--- src/rtl/syncfw_pkg.sv ---
package syncfw_pkg;
    localparam int SW_LEN = 9;
    // bit SW_LEN-1 arrives first; 1 = +3, 0 = -3
    localparam logic [SW_LEN-1:0] SW_PAT = 9'b110001011;

    typedef enum logic [1:0] {
        ST_HUNT   = 2'd0,
        ST_VERIFY = 2'd1,
        ST_LOCK   = 2'd2
    } sync_state_e;
endpackage

--- src/rtl/syncfw_window.sv ---
module syncfw_window
    import syncfw_pkg::*;
(
    input  logic       clk,
    input  logic       rst_n,
    input  logic       shift,
    input  logic [1:0] sym,
    output logic       hit_true,
    output logic       hit_comp
);
    logic [SW_LEN-1:0][1:0] win_d, win_q;
    logic [SW_LEN-1:0]      eq_true, eq_comp;

    always_comb begin
        win_d = win_q;
        if (shift) win_d = {win_q[SW_LEN-2:0], sym};
    end

    // element 0 is the newest symbol, compared with the last pattern bit
    for (genvar i = 0; i < SW_LEN; i++) begin : g_cmp
        assign eq_true[i] = (win_d[i] == {2{SW_PAT[i]}});
        assign eq_comp[i] = (win_d[i] == {2{~SW_PAT[i]}});
    end

    assign hit_true = shift && (&eq_true);
    assign hit_comp = shift && (&eq_comp);

    always_ff @(posedge clk) begin
        if (!rst_n) win_q <= '0;
        else        win_q <= win_d;
    end
endmodule

--- src/rtl/syncfw_loss_timer.sv ---
module syncfw_loss_timer #(
    parameter int LIMIT = 480
) (
    input  logic clk,
    input  logic rst_n,
    input  logic run,
    input  logic clear,
    input  logic tick,
    output logic expired
);
    localparam int CW = $clog2(LIMIT + 1);

    logic [CW-1:0] cnt_d, cnt_q;
    logic          at_end;

    assign at_end  = (cnt_q == CW'(LIMIT - 1));
    assign expired = !clear && run && tick && at_end;

    always_comb begin
        cnt_d = cnt_q;
        if (clear)             cnt_d = '0;
        else if (run && tick)  cnt_d = at_end ? '0 : cnt_q + 1'b1;
    end

    always_ff @(posedge clk) begin
        if (!rst_n) cnt_q <= '0;
        else        cnt_q <= cnt_d;
    end

    assert_cnt_bound_R6: assert property (@(posedge clk) disable iff (!rst_n)
        cnt_q < CW'(LIMIT));
endmodule

--- src/rtl/frame_sync_flywheel.sv ---
module frame_sync_flywheel
    import syncfw_pkg::*;
#(
    parameter int FRAME_LEN = 120,
    parameter int SF_FRAMES = 8,
    parameter int LOSS_MS   = 480
) (
    input  logic       clk,
    input  logic       rst_n,
    input  logic       sym_valid,
    input  logic [1:0] sym,
    input  logic       ms_tick,
    output logic       frame_lock,
    output logic       sframe_lock,
    output logic       sf_start,
    output logic       pol_inv,
    output logic       tx_halt_req,
    output logic       sym_out_valid,
    output logic [1:0] sym_out
);
    localparam int POS_W = $clog2(FRAME_LEN);
    localparam int IDX_W = (SF_FRAMES > 1) ? $clog2(SF_FRAMES) : 1;

    typedef struct packed {
        sync_state_e      st;
        logic [POS_W-1:0] pos;
        logic [IDX_W-1:0] idx;
        logic             prev_c;
        logic             sf_lock;
        logic             sf_pulse;
        logic             pol;
        logic             err;
        logic             lost;
        logic             req;
        logic             ov;
        logic [1:0]       osym;
    } regs_t;

    regs_t regs_d, regs_q;

    logic             hit_true, hit_comp, any_hit, rel_c;
    logic [POS_W-1:0] pos_inc;
    logic             chk, good_chk;
    logic             timer_run, timer_clear, timer_expired;

    syncfw_window u_window (
        .clk      (clk),
        .rst_n    (rst_n),
        .shift    (sym_valid),
        .sym      (sym),
        .hit_true (hit_true),
        .hit_comp (hit_comp)
    );

    syncfw_loss_timer #(.LIMIT(LOSS_MS)) u_timer (
        .clk     (clk),
        .rst_n   (rst_n),
        .run     (timer_run),
        .clear   (timer_clear),
        .tick    (ms_tick),
        .expired (timer_expired)
    );

    assign any_hit     = hit_true || hit_comp;
    assign rel_c       = regs_q.pol ? hit_true : hit_comp;
    assign pos_inc     = (regs_q.pos == POS_W'(FRAME_LEN - 1)) ? '0 : regs_q.pos + 1'b1;
    assign chk         = sym_valid && (pos_inc == POS_W'(SW_LEN - 1));
    assign good_chk    = chk && any_hit && (regs_q.st != ST_HUNT);
    assign timer_clear = good_chk;
    assign timer_run   = (regs_q.st == ST_LOCK) ? regs_q.err
                                                : (regs_q.lost && !regs_q.req);

    always_comb begin
        regs_d          = regs_q;
        regs_d.sf_pulse = 1'b0;
        regs_d.ov       = sym_valid;
        regs_d.osym     = sym ^ {2{regs_q.pol}};
        if (sym_valid) regs_d.pos = pos_inc;

        unique case (regs_q.st)
            ST_HUNT: begin
                if (any_hit) begin
                    regs_d.st     = ST_VERIFY;
                    regs_d.pos    = POS_W'(SW_LEN - 1);
                    regs_d.prev_c = rel_c;
                end
            end
            ST_VERIFY: begin
                if (chk) begin
                    if (any_hit) begin
                        regs_d.st   = ST_LOCK;
                        regs_d.lost = 1'b0;
                        regs_d.req  = 1'b0;
                        regs_d.err  = 1'b0;
                    end else begin
                        regs_d.st = ST_HUNT;
                    end
                end
            end
            default: ;
        endcase

        if (good_chk) begin
            regs_d.err = 1'b0;
            if (rel_c && regs_q.prev_c) begin
                regs_d.pol     = ~regs_q.pol;
                regs_d.sf_lock = 1'b0;
                regs_d.prev_c  = 1'b0;
            end else if (rel_c) begin
                regs_d.sf_lock  = 1'b1;
                regs_d.idx      = '0;
                regs_d.sf_pulse = 1'b1;
                regs_d.prev_c   = 1'b1;
            end else begin
                regs_d.prev_c = 1'b0;
                if (regs_q.sf_lock) begin
                    regs_d.idx = (regs_q.idx == IDX_W'(SF_FRAMES - 1)) ? '0 : regs_q.idx + 1'b1;
                    regs_d.sf_pulse = (regs_q.idx == IDX_W'(SF_FRAMES - 1));
                end
            end
        end else if (chk && regs_q.st == ST_LOCK) begin
            regs_d.err    = 1'b1;
            regs_d.prev_c = 1'b0;
            if (regs_q.sf_lock) begin
                regs_d.idx = (regs_q.idx == IDX_W'(SF_FRAMES - 1)) ? '0 : regs_q.idx + 1'b1;
                regs_d.sf_pulse = (regs_q.idx == IDX_W'(SF_FRAMES - 1));
            end
        end

        if (timer_expired) begin
            if (regs_q.st == ST_LOCK) begin
                regs_d.st       = ST_HUNT;
                regs_d.sf_lock  = 1'b0;
                regs_d.sf_pulse = 1'b0;
                regs_d.err      = 1'b0;
                regs_d.lost     = 1'b1;
            end else begin
                regs_d.req = 1'b1;
            end
        end
    end

    always_ff @(posedge clk) begin
        if (!rst_n) begin
            regs_q    <= '0;
            regs_q.st <= ST_HUNT;
        end else begin
            regs_q <= regs_d;
        end
    end

    assign frame_lock    = (regs_q.st == ST_LOCK);
    assign sframe_lock   = regs_q.sf_lock;
    assign sf_start      = regs_q.sf_pulse;
    assign pol_inv       = regs_q.pol;
    assign tx_halt_req   = regs_q.req;
    assign sym_out_valid = regs_q.ov;
    assign sym_out       = regs_q.osym;

    assert_sflock_needs_lock_R4: assert property (@(posedge clk) disable iff (!rst_n)
        sframe_lock |-> frame_lock);

    assert_sfstart_gated_R4: assert property (@(posedge clk) disable iff (!rst_n)
        sf_start |-> sframe_lock);

    assert_lock_via_verify_R2: assert property (@(posedge clk) disable iff (!rst_n)
        $rose(frame_lock) |-> $past(regs_q.st == ST_VERIFY));

    assert_drop_on_expiry_R6: assert property (@(posedge clk) disable iff (!rst_n)
        $fell(frame_lock) |-> $past(timer_expired));

    assert_halt_unlocked_R7: assert property (@(posedge clk) disable iff (!rst_n)
        tx_halt_req |-> !frame_lock);

    assert_out_path_R8: assert property (@(posedge clk) disable iff (!rst_n)
        sym_out_valid |-> (sym_out == ($past(sym) ^ {2{$past(pol_inv)}})));
endmodule

--- config.mk ---
export PLATFORM = sky130hd
export DESIGN_NAME = frame_sync_flywheel
export DESIGN_NICKNAME = d
export VERILOG_FILES = /design/src/rtl/syncfw_pkg.sv /design/src/rtl/syncfw_window.sv /design/src/rtl/syncfw_loss_timer.sv /design/src/rtl/frame_sync_flywheel.sv
export SDC_FILE = /design/constraint.sdc
export NUM_CORES = 1
export LEC_CHECK = 0
export CAP_MARGIN = 0
export CELL_PAD_IN_SITES_DETAIL_PLACEMENT = 1
export CELL_PAD_IN_SITES_GLOBAL_PLACEMENT = 1
export CORE_AREA = 2 2 88 90
export CTS_BUF_LIST = sky130_fd_sc_hd__clkbuf_8
export CTS_CLUSTER_DIAMETER = 40
export DETAILED_ROUTE_END_ITERATION = 12
export DIE_AREA = 0 0 90 92
export GPL_TIMING_DRIVEN = 0
export PLACE_DENSITY = 0.6
export SLEW_MARGIN = 0
export SYNTH_ARGS = -nofsm -noshare
export SYNTH_HDL_FRONTEND = slang
export SYNTH_HIERARCHICAL = 1
export SYNTH_SLANG_ARGS = --single-unit
--- constraint.sdc ---
create_clock -name clk -period 7.29 [get_ports clk]
set_clock_uncertainty 0.2 [all_clocks]
set_input_delay 0.729 -clock clk [delete_from_list [all_inputs] [get_ports clk]]
set_output_delay 0.729 -clock clk [all_outputs]
set_load 0.01 [all_outputs]
* Yosys cells after proc, flatten, opt, wreduce, memory -nomap -nowiden
Cells that the tools add are included.
Cells by class: add/sub/neg operators 3, multipliers 0, divide/modulo/power cells 0, order comparisons 0, eq/ne operators 16, shift operators 0, multiplexer cells 39, bitwise operators 3, reduce and logical (&&, ||, !) cells 35
Operator list (number):
- 2-to-1 mux 3 bit | 7
- 2-to-1 mux 7 bit | 3
- equality test 2 bit, second input constant | 10
- zero test 2 bit | 10
- 2-to-1 mux 18 bit | 1
- 2-to-1 mux 9 bit | 2
- AND reduction 9 bit | 2
- 2-to-1 mux 2 bit | 8
- 2-to-1 mux 1 bit | 14
- logical AND 1 bit | 12
- 2-to-1 mux 4 bit | 3
- adder 9 x 1 -> 9 bit, second input constant | 1
- equality test 9 bit, second input constant | 1
- adder 7 x 1 -> 7 bit, second input constant | 1
- equality test 7 x 4 -> 1 bit, second input constant | 1
- equality test 7 bit, second input constant | 1
- AND reduction 2 bit | 3
- nonzero test 3 bit | 2
- one-hot mux 2 bit (2 select lines) | 1
- nonzero test 2 bit | 2
- adder 3 x 1 -> 3 bit, second input constant | 1
- equality test 3 bit, second input constant | 1
- equality test 2 x 1 -> 1 bit, second input constant | 1
- zero test 1 bit | 2
- other kinds (5) | 6
Word-level totals: register bits 49, bits in latches 0, RAM bits 0, bits in read-only memories 0, word-level logic and storage cells 118, memories kept 0

* Depth between registers and ports, before layout
Gate-level depths: netlist of run 1.
depth after elaboration 12, gate-level depth with buffers 12

* By module
The synthesis of run 1 kept the hierarchy.
By module, submodules not included:
- frame_sync_flywheel | instances 1, cells an instance 153, area an instance 1242.4 um2, sequential area each 440.4 um2
- syncfw_window | instances 1, cells an instance 83, area an instance 842.1 um2, sequential area each 340.3 um2
- syncfw_loss_timer | instances 1, cells an instance 46, area an instance 427.9 um2, sequential area each 180.2 um2

* Least setup slack after synthesis of run 1
No wires, ideal clock.
path type input to register, start input port sym_valid, end register regs_q[6], in the netlist pol_inv, library setup time 71 ps, arrival 2916 ps, data required time 7019 ps, setup slack 4103 ps, cell stages on the path 9, buffers on the path 2, cell sequence buf_4 -> buf_4 -> nand4b_1 -> a2111oi_1 -> mux2i_1 -> nor2_1 -> nand2_1 -> or4_1 -> a21oi_1
On the way: longest elaborated chain between the ends 8, elaborated cells between the ends (all ways) 30, classes of those cells eq/ne: 9; mux: 2; reduce/logical: 19
Ends and longest elaborated chain:
- start, declared | line frame_sync_flywheel.sv:10 | input logic sym_valid,
- 2-to-1 mux 18 bit | line syncfw_window.sv:16 | if (shift) win_d = {win_q[SW_LEN-2:0], sym};
- equality test 2 bit or zero test 2 bit (tied branches) | line syncfw_window.sv:22 | assign eq_comp[i] = (win_d[i] == {2{~SW_PAT[i]}});
- AND reduction 9 bit | line syncfw_window.sv:26 | assign hit_comp = shift && (&eq_comp);
- logical AND 1 bit (*) | line syncfw_window.sv:26
- named net hit_comp | line frame_sync_flywheel.sv:41 | logic hit_true, hit_comp, any_hit, rel_c;
- logical OR 1 bit | line frame_sync_flywheel.sv:64 | assign any_hit = hit_true || hit_comp;
- logical AND 1 bit (2 in a row) | line frame_sync_flywheel.sv:68 | assign good_chk = chk && any_hit && (regs_q.st != ST_HUNT);
- AND reduction 2 bit (no line) (*)
- end signal, assigned | line frame_sync_flywheel.sv:148 | regs_q <= regs_d;
- end, declared | line frame_sync_flywheel.sv:39 | regs_t regs_d, regs_q;
Mark *: on every way through the listed nets, which the timed path passes. The rest lies on a longest branch. A chain may end at the register's enable or synchronous reset.

* Worst setup path after layout of run 1
Same ends and word-level chain as after synthesis.

==> results of run 1 <==
logic make-up (layout without fill, tap and decap cells):
family	Yosys count	count (layout)	synth area share, %
buffers and inverters	18	40	3.436
AO/OA/AOI/OAI	52	52	15.44
multiplexers	21	21	8.615
adder cells (fa/ha/maj)	5	5	2.490
XOR/XNOR	11	11	3.835
flip-flops	48	48	38.25
AND/OR/NAND/NOR	127	127	27.94
power by group:
group | internal [mW] | switching, mW | leakage [nW]
sequential | 0.265 | 0.00321 | 0.388
combinational | 0.0137 | 0.0163 | 0.516
clock | 0.103 | 0.0977 | 0.0583
total | 0.382 | 0.117 | 0.963
metrics by stage:
stage               hold WS (ns)  area, sq um  std cells  setup slack [ns]
finish                    0.2807         2892        406             3.183
global route              0.3052         2892        406             2.903
CTS                       0.2898         2887        405             2.796
detailed placement        0.2746         2770        397             2.460
global placement          0.2603         2770        397             2.573
floorplan                 0.2490         2512        282             4.103
critical path: cells and delay by family:
kind / cells / cell delay [ns]
AOI/OAI and AO/OA: 2 / 1.05
buffers and inverters: 4 / 1.34
and+or+nand+nor: 4 / 0.86
muxes: 1 / 0.14
sequential cells by signal, summed over array words and instances, names as in the netlist, named ones only:
name	count
u_window/win_q	17
regs_q	13
u_timer/cnt_q	9
sym_out	2
pol_inv	1
sf_start	1
sframe_lock	1
sym_out_valid	1
tx_halt_req	1
how the worst max path moves through the flow:
stage	slack, ns	endpoint	depth (start not counted)	start
floorplan	4.10	pol_inv$_SDFFE_PN0P_	9	sym_valid
global placement	2.57	u_timer/cnt_q[0]$_SDFFE_PP0P_	10	sym_valid
detailed placement	2.46	u_timer/cnt_q[6]$_SDFFE_PP0P_	10	sym_valid
CTS	2.80	u_timer/cnt_q[6]$_SDFFE_PP0P_	10	sym_valid
global route	2.90	u_timer/cnt_q[2]$_SDFFE_PP0P_	10	sym_valid
finish	3.18	pol_inv$_SDFFE_PN0P_	11	sym_valid
Yosys cell counts (all sizes together), types with 2 or more instances:
cell / instances / area share (%)
dfxtp: 48 / 38
nand2: 27 / 4.0
nor2: 27 / 4.0
mux2i: 19 / 7.6
nor2b: 15 / 3.7
a21oi: 14 / 3.1
nor3: 10 / 2.0
o21ai: 10 / 2.0
nand4: 9 / 2.5
buf: 7 / 1.8
nand2b: 7 / 1.7
xor2: 7 / 2.4
clkbuf: 6 / 0.90
ha: 5 / 2.5
nand3: 5 / 1.0
and3: 4 / 1.4
inv: 4 / 0.60
nand4b: 4 / 1.4
o32ai: 4 / 1.4
xnor2: 4 / 1.4
a31oi: 3 / 0.75
and2: 3 / 0.75
o31ai: 3 / 0.90
a2111oi: 2 / 1.0
a2bb2oi: 2 / 0.70
mux2: 2 / 1.0
nor4: 2 / 0.50
nor4b: 2 / 0.70
nor4bb: 2 / 0.80
o311a: 2 / 0.80
o31a: 2 / 0.70
or3: 2 / 0.50
or3b: 2 / 0.70
or4: 2 / 0.60
or4b: 2 / 0.80
routing by layer:
layer	up-vias	wire [um]	global-route usage [%]	part of all wire, %
li1	1067	-	-	-
met1	1014	2970	20.36	50
met4	0	91	4.615	1.5
met5	-	0	0	0
met3	9	143	3.122	2.4
met2	22	2792	27.69	47
cell type report:
type	instances	share of cell area [%]
clock buffer	5	2.380
multi-input combinational	216	50.67
inverter	5	0.6491
clock inverter	3	1.644
tap	102	4.414
buffer	13	2.337
timing repair buffer	14	4.673
sequential	48	33.23
==> results_dict.tcl, run 1 <==
set metrics [dict create \
    antenna_found_initial 0 \
    reg2reg_setup_slack_ns 3.96 \
    min_from "u_timer/cnt_q[1]$_SDFFE_PP0P_" \
    floorplan.io_pins 14 \
    post_drt_via_cell_ratio 5.202 \
    crit_reg_reg_startpoint "u_window/win_q[7]$_SDFF_PN0_" \
    syn2layout_area_growth_pct 15.09 \
    utilization_pct 38.83 \
    layout.filler_cells 905 \
    tritoncts_num_sinks 48 \
    grt_pass1_vias 2309 \
    grt_first_pass_wirelength_um 11030 \
    setup_repair_after_global_routing_missed_its_margin "no" \
    rr_worst_depth 9 \
    cp_common_cell "buf_4" \
    yosys.cell_types.count 56 \
    place.gp.congestion 0.8214 \
    gr-total-overflow 0 \
    status "complete, no violations" \
    post-route-drc-count 0 \
    static-leakage-power_nw 0.9626 \
    sequential_cell_area_sq_um 960.9 \
    critPathMaxFanout 10 \
    dp_hpwl_um 4405 \
    setup-violations-final 0 \
    total_vias_in_the_final_route 2112 \
    total_power_mw 0.4995 \
    fp_rows 32 \
    power.ir.vdd_worst_mv 0.07268 \
    die_height_um 92 \
    ctsRootBufferMaster "clkbuf_8" \
    initial_drc_count 46 \
    critPathArrivalTime_ns 4.14 \
    postRouteAntennaNets 0 \
    synth_warnings 6 \
    postSynthCellCount 282 \
    track_usage_pct 16.03 \
    syn_area_sq_um 2512 \
    cts_post_setup_buffers_inserted 0 \
    final_layout_size_suffix_gt1_share_pct 8.224 \
    dieArea_sq_um 8280 \
    final_hold_viol_count 0 \
    power_density_nw_per_um2 172.7 \
    clock_tree.htree_level_count 2 \
    grt_max_degree 17 \
    layout_min_cycle_time_ns 4.107 \
    synth_area_per_cell_sq_um 8.909 \
    final_cell_mix "dfxtp_1 (48), nor2_1 (27), nand2_1 (27)" \
    worst_setup_path_end_kind "flip-flop" \
    insertedDiodeCount 0 \
    synth_register_bits 48 \
    number_of_synthesized_flops_with_an_enable_pin 0 \
    cpMaxStageDelayCell "a2111oi_1" \
    floorplan.core_area_sq_um 7447 \
    async_reset_ff_share_pct 0 \
    path_clk_slew_ns 0.09 \
    max_clock_freq_ghz 0.2435 \
    crit_type "in2reg" \
    cts_tree "yes" \
    starting_density_of_the_core_pct 33.74 \
    number_of_iterations_in_the_first_detailed_routing_pass 4 \
    cts_hold_fix_bufs 0 \
    critPathRequiredTime_ns 7.32 \
    holdCritPathClass "reg2reg" \
    setup-tns-final_ns 0 \
    maxSlewViolCount 0 \
    drv.max_cap_violation_count 0 \
    die_w_um 90 \
    worstPathCellList "clkdlybuf4s50_1 -> buf_4 -> buf_4 -> nand4b_1 -> a2111oi_1 -> clkbuf_2 -> mux2i_1 -> nor2_1 -> nand2_1 -> or4_1 -> a21oi_1" \
    insertion_delay_ns 0.31 \
    worst_setup_path_start_kind "primary input" \
    synth_sequential_area_ratio_pct 38.25 \
    cp_slowest_stage_delay_ns 0.91 \
    synth_fp_nets 293 \
    cts_inserted_buffers 5 \
    number_of_port_buffers 13 \
    layout_commonest_cell "dfxtp_1" \
    holdPathStages 2 \
    multi_input_comb_area_sq_um 1465 \
    max_slew_headroom_pct 35.50 \
    period_share_pct 56.33 \
    post_cts_resized 0 \
    ys_dominant_reg_cell "dfxtp_1" \
    detail_route.wirelength_um 5997 \
    holdPathEnd "u_timer/cnt_q[1]$_SDFFE_PP0P_" \
    routed_length_per_instance_um 14.77 \
    clk_path_buf_depth 2 \
    reg2reg_to "pol_inv$_SDFFE_PN0P_" \
    worstMarginPinSlew_ns 0.9651 \
    finish.net_count 314 \
]
No activity file was read; power rests on OpenSTA's default activity.
==> run 2: changes to the inputs <==
--- a/config.mk
+++ b/config.mk
@@ -14,7 +14,7 @@
 export DETAILED_ROUTE_END_ITERATION = 12
 export DIE_AREA = 0 0 90 92
 export GPL_TIMING_DRIVEN = 0
-export PLACE_DENSITY = 0.6
+export PLACE_DENSITY = 0.63
 export SLEW_MARGIN = 0
 export SYNTH_ARGS = -nofsm -noshare
 export SYNTH_HDL_FRONTEND = slang
==> constraint.sdc (replaced) <==
create_clock -name clk -period 3.5 [get_ports clk]
set_clock_uncertainty 0.2 [all_clocks]
set_input_delay 0.35 -clock clk [delete_from_list [all_inputs] [get_ports clk]]
set_output_delay 0.35 -clock clk [all_outputs]
set_load 0.01 [all_outputs]
==> run 2 against run 1 <==
  * Core utilization rose by 0.49 points
  * First-iteration DRC count fell by 8.7%
  * Critical path depth fell by 2
  * Count of clock-buffer cells in the layout rose by 1
  * Register-to-register slack got worse by 3.6 ns
  * Via count rose by 0.99%
  * Total power rose by 95%
  * Sequential share of layout area fell by 0.41 points
  * Die area did not move
  * Flip-flop and latch count did not move
  * Cell area rose by 1.3%
  * Clock power rose by 75%
  * Highest routed layer unchanged
==> results_dict.tcl, run 2 (synthesized netlist as in run 1, its figures left out) <==
set metrics [dict create \
    power_density_nw_per_um2 332.1 \
    starting_density_of_the_core_pct 33.74 \
    max_clock_freq_ghz 0.2938 \
    critPathRequiredTime_ns 3.53 \
    postRouteAntennaNets 0 \
    rr_worst_depth 11 \
    fp_rows 32 \
    holdPathEnd "regs_q[11]$_SDFFE_PN0P_" \
    power.combinational.fraction_pct 6.4 \
    regMostFlops "u_window/win_q" \
    detail_route.wirelength_um 5935 \
    sw_frac_of_total_pct 23.99 \
    postPlaceCellArea_sq_um 2770 \
    initial_drc_count 42 \
    postLayoutCellArea_sq_um 2928 \
    drv.max_cap_violation_count 0 \
    dieArea_sq_um 8280 \
    track_usage_pct 15.29 \
    post-route-drc-count 0 \
    setup-violations-final 0 \
    floorplan.io_pins 14 \
    setup_repair_after_global_routing_missed_its_margin "yes" \
    dp_hpwl_um 4238 \
    timing.hold.ws_ns 0.2817 \
    cts_tree "yes" \
    die_height_um 92 \
    static-leakage-power_nw 0.9618 \
    cts_inserted_buffers 5 \
    holdCritPathClass "reg2reg" \
    power_internal_mw 0.7392 \
    p_seq_share_pct 57.5 \
    die_w_um 90 \
    place.gp.congestion 0.8372 \
    reg2reg_setup_slack_ns 0.39 \
    crit_type "in2reg" \
    finish.net_count 314 \
    status "complete, no violations" \
    total_vias_in_the_final_route 2133 \
    layout_commonest_cell "dfxtp_1" \
    worst_setup_path_end_kind "flip-flop" \
    min_from "regs_q[11]$_SDFFE_PN0P_" \
    floorplan.core_area_sq_um 7447 \
    setup-tns-final_ns 0 \
    clock_tree.htree_level_count 2 \
    insertion_delay_ns 0.30 \
    routed_length_per_instance_um 14.62 \
    post_drt_via_cell_ratio 5.254 \
    power.ir.vdd_worst_mv 0.1459 \
    antenna_found_initial 0 \
    maxSlewViolCount 0 \
    layout_min_cycle_time_ns 3.403 \
    tritoncts_num_sinks 48 \
    critPathArrivalTime_ns 3.43 \
    grt_first_pass_wirelength_um 10460 \
    final_cell_mix "dfxtp_1 (48), nor2_1 (27), nand2_1 (27)" \
    max_slew_headroom_pct 41.01 \
    grt_max_degree 15 \
    number_of_iterations_in_the_first_detailed_routing_pass 4 \
    syn2layout_area_growth_pct 16.53 \
    gr-total-overflow 0 \
    final_layout_size_suffix_gt1_share_pct 10.20 \
    number_of_port_buffers 13 \
    worst_setup_path_start_kind "primary input" \
    period_share_pct 97.24 \
    cts_hold_fix_bufs 0 \
    insertedDiodeCount 0 \
    largest_reg_flops 17 \
    netSwitchingPower_mw 0.2332 \
    critPathMaxFanout 6 \
    crit_reg_reg_startpoint "regs_q[13]$_SDFF_PN0_" \
    utilization_pct 39.31 \
    path_clk_slew_ns 0.09 \
    final_hold_viol_count 0 \
    grt_pass1_vias 2127 \
    clk_path_buf_depth 2 \
    holdPathStages 2 \
    ctsRootBufferMaster "clkbuf_8" \
    worstMarginPinSlew_ns 0.8814 \
    reg.largest.list "u_window/win_q x17, regs_q x13, u_timer/cnt_q x9" \
    share_clk_of_total_power_pct 36.1 \
]
## run 2: changes by cell type in the layout (fill, tap and decap cells not counted), sizes merged
cell / change
buf: +1
bufinv: -1
## run 2: through the flow
stage                     total power, mW  std cells  setup slack, ns
final                              0.9724        406          0.09670
after global routing                1.022        406         -0.03154
after CTS                          0.9884        405         0.009904
after detailed placement           0.6342        397          -0.8372
after global placement             0.6336        397          -0.8028
after floorplan                    0.6088        282           0.6918
## run 2: timing repair
item | 4_1_cts | 5_1_grt
setup buffers | 0 | 1
gates resized for setup | 4 | 4
setup endpoints to repair | 24 | 13
pin swaps | 0 | 1
endpoints found under the hold margin | 0 | 0
## run 2: worst max-delay path by stage
| stage | to | cells past startpoint | startpoint | slack, ns |
|---|---|---|---|---|
| 3_3_place_gp | u_timer/cnt_q[3]$_SDFFE_PP0P_ | 10 | sym_valid | -0.80 |
| 6_report | pol_inv$_SDFFE_PN0P_ | 9 | sym_valid | 0.1 |
| 2_1_floorplan | pol_inv$_SDFFE_PN0P_ | 9 | sym_valid | 0.69 |
| 3_5_place_dp | u_timer/cnt_q[7]$_SDFFE_PP0P_ | 10 | sym_valid | -0.84 |
| 5_1_grt | pol_inv$_SDFFE_PN0P_ | 9 | sym_valid | -0.03 |
| 4_1_cts | u_timer/cnt_q[7]$_SDFFE_PP0P_ | 9 | sym_valid | 0.01 |
## run 2: power by group through the flow
stage	clock network [mW]	registers (mW)	logic [mW]
2_1_floorplan	0	0.570	0.0387
3_3_place_gp	0	0.572	0.0620
3_5_place_dp	0	0.572	0.0625
4_1_cts	0.366	0.559	0.0633
5_1_grt	0.392	0.560	0.0694
6_report	0.351	0.559	0.0623
## run 2: area by class of cell
| class | instances | area, sq um |
|---|---|---|
| Inverter | 5 | 18.77 |
| Multi-Input combinational cell | 216 | 1523 |
| Buffer | 13 | 67.56 |
| Tap cell | 102 | 127.6 |
| Clock inverter | 2 | 10.01 |
| Sequential cell | 48 | 960.9 |
| Timing Repair Buffer | 14 | 137.6 |
| Clock buffer | 6 | 82.58 |
| Fill cell | 892 | 4519 |
## run 2: critical path: stages
cell and delay [ns]:
clkdlybuf4s50_1 0.65, mux2_4 0.35, or4_1 0.53, a2111oi_4 0.47, mux2i_1 0.25, nor2_1 0.19
nand2_1 0.10, or4_1 0.40, a21oi_1 0.15
## run 2: routing by layer
| layer | global-route usage [%] | wire length, um | up-vias |
|---|---|---|---|
| li1 | - | - | 1080 |
| met1 | 20.99 | 3062 | 1033 |
| met2 | 24.81 | 2704 | 16 |
| met3 | 3.122 | 122 | 4 |
| met4 | 3.462 | 45 | 0 |
| met5 | 0 | 0 | - |
